### src/rtl/hv_pulse_pkg.sv
package hv_pulse_pkg;
  localparam int REG_W     = 32;
  localparam int BLK_LSB   = 0;
  localparam int MULT_LSB  = 8;
  localparam int LOCK_BIT  = 16;
  localparam int HV_BIT    = 17;
  localparam int GMON_BIT  = 20;
  localparam int B0MON_BIT = 21;
endpackage

### src/rtl/hv_ctrl_reg.sv
module hv_ctrl_reg
  import hv_pulse_pkg::*;
#(
  parameter int NUM_BLK = 8,
  parameter int MULT_W  = 7
) (
  input  logic               clk,
  input  logic               rst_n,
  input  logic               wr_en,
  input  logic [REG_W-1:0]   wr_data,
  output logic [NUM_BLK-1:0] blk_sel_q,
  output logic [MULT_W-1:0]  mult_q,
  output logic [MULT_W-1:0]  mult_nx,
  output logic               lock_q,
  output logic               hv_q,
  output logic               hv_start
);
  logic [NUM_BLK-1:0] blk_nx;
  logic               lock_nx;
  logic               hv_nx;
  logic               reg_ce;

  assign reg_ce = wr_en;

  always_comb begin
    blk_nx  = blk_sel_q;
    mult_nx = mult_q;
    lock_nx = lock_q;
    hv_nx   = hv_q;
    if (wr_en) begin
      if (!lock_q) begin
        blk_nx  = wr_data[BLK_LSB +: NUM_BLK];
        mult_nx = wr_data[MULT_LSB +: MULT_W];
      end
      lock_nx = wr_data[LOCK_BIT];
      hv_nx   = wr_data[HV_BIT];
    end
  end

  assign hv_start = hv_nx & ~hv_q;

  always_ff @(posedge clk or negedge rst_n) begin
    if (!rst_n) begin
      blk_sel_q <= '0;
      mult_q    <= '0;
      lock_q    <= 1'b0;
      hv_q      <= 1'b0;
    end else if (reg_ce) begin
      blk_sel_q <= blk_nx;
      mult_q    <= mult_nx;
      lock_q    <= lock_nx;
      hv_q      <= hv_nx;
    end
  end
endmodule

### src/rtl/hv_en_filter.sv
module hv_en_filter (
  input  logic clk,
  input  logic rst_n,
  input  logic din,
  input  logic hv_q,
  output logic cap_q
);
  logic samp_q, filt_q;
  logic samp_nx, filt_nx, cap_nx;

  always_comb begin
    samp_nx = din;
    filt_nx = (din == samp_q) ? din : filt_q;
    cap_nx  = hv_q ? cap_q : filt_q;
  end

  always_ff @(posedge clk or negedge rst_n) begin
    if (!rst_n) begin
      samp_q <= 1'b0;
      filt_q <= 1'b0;
      cap_q  <= 1'b0;
    end else begin
      samp_q <= samp_nx;
      filt_q <= filt_nx;
      cap_q  <= cap_nx;
    end
  end
endmodule

### src/rtl/hv_pulse_timer.sv
module hv_pulse_timer #(
  parameter int MULT_W = 7
) (
  input  logic              clk,
  input  logic              rst_n,
  input  logic              hv_q,
  input  logic              hv_start,
  input  logic              base_tick,
  input  logic [MULT_W-1:0] mult_ld,
  output logic              pulse_active
);
  localparam int CNT_W = MULT_W + 1;

  logic [CNT_W-1:0] cnt_q, cnt_nx;
  logic             cnt_ce;

  assign cnt_ce = hv_start | ~hv_q | base_tick;

  always_comb begin
    cnt_nx = cnt_q;
    if (hv_start)
      cnt_nx = CNT_W'(mult_ld) + CNT_W'(1);
    else if (!hv_q)
      cnt_nx = '0;
    else if (base_tick && (cnt_q != '0))
      cnt_nx = cnt_q - CNT_W'(1);
  end

  always_ff @(posedge clk or negedge rst_n) begin
    if (!rst_n)
      cnt_q <= '0;
    else if (cnt_ce)
      cnt_q <= cnt_nx;
  end

  assign pulse_active = hv_q & (cnt_q != '0);
endmodule

### src/rtl/hv_pulse_ctrl.sv
module hv_pulse_ctrl
  import hv_pulse_pkg::*;
#(
  parameter int NUM_BLK = 8,
  parameter int MULT_W  = 7
) (
  input  logic               clk,
  input  logic               rst_n,
  input  logic               wr_en,
  input  logic [REG_W-1:0]   wr_data,
  output logic [REG_W-1:0]   rd_data,
  input  logic               pe_en_in,
  input  logic               b0_en_in,
  input  logic               base_tick,
  output logic [NUM_BLK-1:0] blk_hv_en,
  output logic               pulse_active
);
  localparam logic [REG_W-1:0] USED_MASK =
      (((REG_W'(1) << NUM_BLK) - REG_W'(1)) << BLK_LSB) |
      (((REG_W'(1) << MULT_W) - REG_W'(1)) << MULT_LSB) |
      (REG_W'(1) << LOCK_BIT) | (REG_W'(1) << HV_BIT);

  logic [1:0]         rst_sync_q;
  logic               rst_int_n;
  logic [NUM_BLK-1:0] blk_sel;
  logic [MULT_W-1:0]  mult_cur, mult_ld;
  logic               lock_bit, hv_bit, hv_start;
  logic               gmon, b0mon;
  logic               unused_rsv_bits;

  always_ff @(posedge clk or negedge rst_n) begin
    if (!rst_n) rst_sync_q <= 2'b00;
    else        rst_sync_q <= {rst_sync_q[0], 1'b1};
  end
  assign rst_int_n = rst_sync_q[1];

  assign unused_rsv_bits = ^(wr_data & ~USED_MASK);

  hv_ctrl_reg #(.NUM_BLK(NUM_BLK), .MULT_W(MULT_W)) u_reg (
    .clk(clk), .rst_n(rst_int_n), .wr_en(wr_en), .wr_data(wr_data),
    .blk_sel_q(blk_sel), .mult_q(mult_cur), .mult_nx(mult_ld),
    .lock_q(lock_bit), .hv_q(hv_bit), .hv_start(hv_start)
  );

  hv_en_filter u_gflt (
    .clk(clk), .rst_n(rst_int_n), .din(pe_en_in), .hv_q(hv_bit), .cap_q(gmon)
  );

  hv_en_filter u_b0flt (
    .clk(clk), .rst_n(rst_int_n), .din(b0_en_in), .hv_q(hv_bit), .cap_q(b0mon)
  );

  hv_pulse_timer #(.MULT_W(MULT_W)) u_tmr (
    .clk(clk), .rst_n(rst_int_n), .hv_q(hv_bit), .hv_start(hv_start),
    .base_tick(base_tick), .mult_ld(mult_ld), .pulse_active(pulse_active)
  );

  for (genvar g = 0; g < NUM_BLK; g++) begin : g_blk_en
    if (g == 0) begin : g_zero
      assign blk_hv_en[g] = hv_bit & gmon & b0mon & blk_sel[g];
    end else begin : g_other
      assign blk_hv_en[g] = hv_bit & gmon & blk_sel[g];
    end
  end

  always_comb begin
    rd_data                         = '0;
    rd_data[BLK_LSB +: NUM_BLK]     = blk_sel;
    rd_data[MULT_LSB +: MULT_W]     = mult_cur;
    rd_data[LOCK_BIT]               = lock_bit;
    rd_data[HV_BIT]                 = hv_bit;
    rd_data[GMON_BIT]               = gmon;
    rd_data[B0MON_BIT]              = b0mon;
  end
endmodule

### config.mk
export PLATFORM = sky130hd
export DESIGN_NAME = hv_pulse_ctrl
export DESIGN_NICKNAME = d
export VERILOG_FILES = /design/src/rtl/hv_pulse_pkg.sv /design/src/rtl/hv_ctrl_reg.sv /design/src/rtl/hv_en_filter.sv /design/src/rtl/hv_pulse_timer.sv /design/src/rtl/hv_pulse_ctrl.sv
export SDC_FILE = /design/constraint.sdc
export NUM_CORES = 1
export LEC_CHECK = 0
export BUFFER_PORTS_ARGS = -buffer_cell sky130_fd_sc_hd__buf_2
export CORE_MARGIN = 10
export CORE_UTILIZATION = 45
export CTS_CLUSTER_SIZE = 16
export DETAILED_ROUTE_END_ITERATION = 8
export PLACE_DENSITY = 0.89
export SYNTH_ARGS = -nofsm -noshare
export SYNTH_HDL_FRONTEND = slang
export SYNTH_SLANG_ARGS = --single-unit
### constraint.sdc
create_clock -name clk -period 1.6 [get_ports clk]
set_input_delay 0.16 -clock clk [delete_from_list [all_inputs] [get_ports clk]]
set_output_delay 0.16 -clock clk [all_outputs]
set_load 0.03 [all_outputs]
==> flow_metrics.tcl <==
set metrics [dict create \
    status "complete, but fails checks" \
    violations "negative setup slack" \
    crit_required_ns 1.44 \
    dp.cells 272 \
    fin_area_um2 2452 \
    vias 1535 \
    fin_crit_sh 1.151 \
    slew_viol_final 0 \
    via_per_inst 5.257 \
    grt_usage 0.1309 \
    whs_ns 0.1048 \
    fin_cells 292 \
    final_core_util 0.6503 \
    power.switching_mw 1.416 \
    area_growth_pct 36.30 \
    postSynthAreaPerCell_um2 10.90 \
    wl_mm 4.606 \
    synth_cells 165 \
    cts_buffers 5 \
    pwr-share-clk 0.179 \
    initialDrtViolationCount 187 \
    finalSetupTns_ns -1.711 \
    synth_edf_count 0 \
    setup_ws_ns -0.2420 \
    timing.fmax_mhz 542.9 \
    combPwrFrac 0.491 \
    final_nets 285 \
    p_seq_frac 0.330 \
    worstSetupEndpointType "primary output" \
    synth_top_family_by_area "multiplexers" \
    synthSimpleGateAreaFrac 0.1565 \
    die_y_um 83.23 \
    grt_max_degree 18 \
    die_area_um2 6927 \
    worst-path-buf-inv 3 \
    synth-xor-area-share 0.01460 \
    cts-root-buf "clkbuf_8" \
    slowest_stage "dfrtp_1" \
    synthFlopType "dfrtp_1" \
    synth_compound_area_frac 0.08136 \
    p_total_mw 3.606 \
    clkLatencyLatePin_ns 0.29 \
    synth.distinct_cells 41 \
    synthMuxAreaShare 0.1592 \
    hold_viol_final 0 \
    ys_seq_area_frac 0.4590 \
    cts_buffer_depth 2 \
    rows 22 \
    initial_core_util 0.4771 \
    rsz0062_at_grt "yes" \
    grt_pass1_wl_mm 7.714 \
    cellLeakagePower_nw 1.213 \
    dieWidth_um 83.23 \
    cts_tree "yes" \
    setup-violations-final 9 \
    critical_path.top_delay_family "flip-flops" \
    clkSinkCount 33 \
    gp_congestion 0.9140 \
    synth.cell_area_um2 1799 \
    netlist.area_leader.share 0.4590 \
    ir_drop_mv 0.8492 \
    port_buffers 50 \
    htreeDepth 2 \
    start_kind "flop" \
    skew_ns 0.007790 \
    min_period_ns 1.842 \
    wl_per_cell_um 15.77 \
    ant_nets 0 \
    internal_power_mw 2.191 \
    yosys.area.top_type "dfrtp_1" \
    placed_cell_area_um2 2176 \
    switching_share 0.3925 \
    ys_top_cells_by_area "dfrtp_1 (46%), mux2_2 (13%), buf_4 (7.5%)" \
    pin_count 79 \
    pre_cts_slack_ns -0.2500 \
    path_clk_slew_ns 0.07 \
    hold_path_class "input pin to flop" \
    async_flop_share 1.000 \
    drv_cap 0 \
    core_um2 3771 \
    dp_hpwl_mm 3.501 \
    globalRouteOverflowTotal 0 \
    drc_errors 0 \
    synth-warning-count 0 \
    worstPathArrival_ns 1.68 \
    drive_gt1_frac 0.4959 \
    synth_adder_area_share 0.03199 \
    path_max_fanout 2 \
    fill_cells 287 \
    crit_chain "inv_2 > ha_4 > nor4b_4 > buf_4 > nand2b_4 > o31a_1 > buf_6" \
    critPathMaxStageDelay_ns 0.39 \
    drt-pass1-iter-count 4 \
    n_antenna_cell 0 \
    synth.ff_latch_count 33 \
    critical_path_class "flop to primary output" \
    power_per_cell_area_nw_per_um2 1471 \
    grt_pass1_vias 1671 \
    antenna_found_initial 0 \
]
[cells in the final DEF (no fill, tap or decap), types with 2 or more instances in the layout]
| master | count |
|---|---|
| buf_6 | 3 |
| o21a_1 | 2 |
| dfrtp_1 | 33 |
| buf_2 | 49 |
| conb_1 | 14 |
| nor3_1 | 2 |
| a21o_1 | 2 |
| a21oi_1 | 3 |
| ha_4 | 2 |
| inv_1 | 2 |
| mux2_2 | 18 |
| dlygate4sd3_1 | 3 |
| nand2_1 | 13 |
| clkbuf_8 | 6 |
| nor2_1 | 8 |
| nand4_1 | 5 |
| mux2i_1 | 5 |
| o21ai_1 | 2 |
| maj3_1 | 2 |
| inv_2 | 2 |
| mux2_4 | 3 |
| nand3_1 | 6 |
| buf_4 | 26 |
| and3_1 | 7 |
[final timing paths]
kind,from,to,slack (ns),cells past startpoint
setup / recovery,u_tmr.cnt_q[0],pulse_active,-0.24,7
hold / removal,wr_data[2],u_reg.blk_sel_q[2],0.10,2
setup reg to reg,u_tmr.cnt_q[0],u_tmr.cnt_q[3],-0.22,6
hold reg to reg,rst_sync_q[1],u_gflt.cap_q,0.20,1
max in group asynchronous,rst_sync_q[1],u_tmr.cnt_q[1],1.18,1
min in group asynchronous,rst_n,rst_sync_q[0],0.19,2
[routing by layer]
layer / routed length (µm) / global-route usage / up-vias / share of wire
li1: - / - / 717 / -
met1: 1809 / 0.1406 / 748 / 0.39
met2: 2280 / 0.2158 / 61 / 0.50
met3: 426 / 0.06152 / 9 / 0.092
met4: 89 / 0.05385 / 0 / 0.019
met5: 0 / 0 / - / 0
[sequential cells by signal, summed over array words and instances, names as in the netlist]
register,cells
u_b0flt.samp_q,1
u_reg.mult_q,7
u_gflt.filt_q,1
u_b0flt.cap_q,1
u_tmr.cnt_q,8
u_gflt.samp_q,1
u_reg.blk_sel_q,8
u_gflt.cap_q,1
u_reg.hv_q,1
u_reg.lock_q,1
rst_sync_q,2
u_b0flt.filt_q,1
[layout make-up]
class	instances	area, µm²	share of cell area
repair buffers	82	524.3	0.2138
clock buffers	6	82.58	0.03367
well taps	48	60.06	0.02449
clock inverters	1	7.507	0.003061
flip-flops and latches	33	825.8	0.3367
multi-input cells	118	937.1	0.3821
inverters	4	15.01	0.006122
[repair_timing]
action | in CTS | in global routing
buffers inserted | 5 | 5
endpoints found under the setup margin | 9 | 9
hold endpoints to repair | 4 | 0
hold buffers | 3 | 0
resized for setup | 11 | 6
pin swaps | 3 | 5
[cells by family after synthesis]
| logic type | after synthesis |
|---|---|
| xor+xnor | 3 |
| simple gates | 52 |
| compound gates | 18 |
| buf+inv | 26 |
| other cells | 2 |
| flops | 33 |
| fa+ha+maj | 5 |
| mux | 26 |
[power by group through the flow]
stage | clock network [mW] | registers [mW] | logic [mW]
after floorplan | 0 | 1.36 | 0.856
after global placement | 0 | 1.17 | 1.49
after detailed placement | 0 | 1.18 | 1.53
after CTS | 0.667 | 1.19 | 1.68
after global routing | 0.697 | 1.22 | 1.92
final | 0.646 | 1.19 | 1.77
[Yosys cell counts (2+ instances only)]
cell type / number
dfrtp_1: 33
mux2_2: 21
buf_4: 18
nand2_1: 14
nor2_1: 8
and3_1: 7
nand3_1: 6
mux2i_1: 5
nand4_1: 5
inv_1: 4
a21oi_1: 3
ha_1: 3
a21o_1: 2
buf_2: 2
clkbuf_1: 2
conb_1: 2
maj3_1: 2
nor3_1: 2
o21a_1: 2
o21ai_0: 2
xor2_1: 2
(Power assumes the default switching activity.)
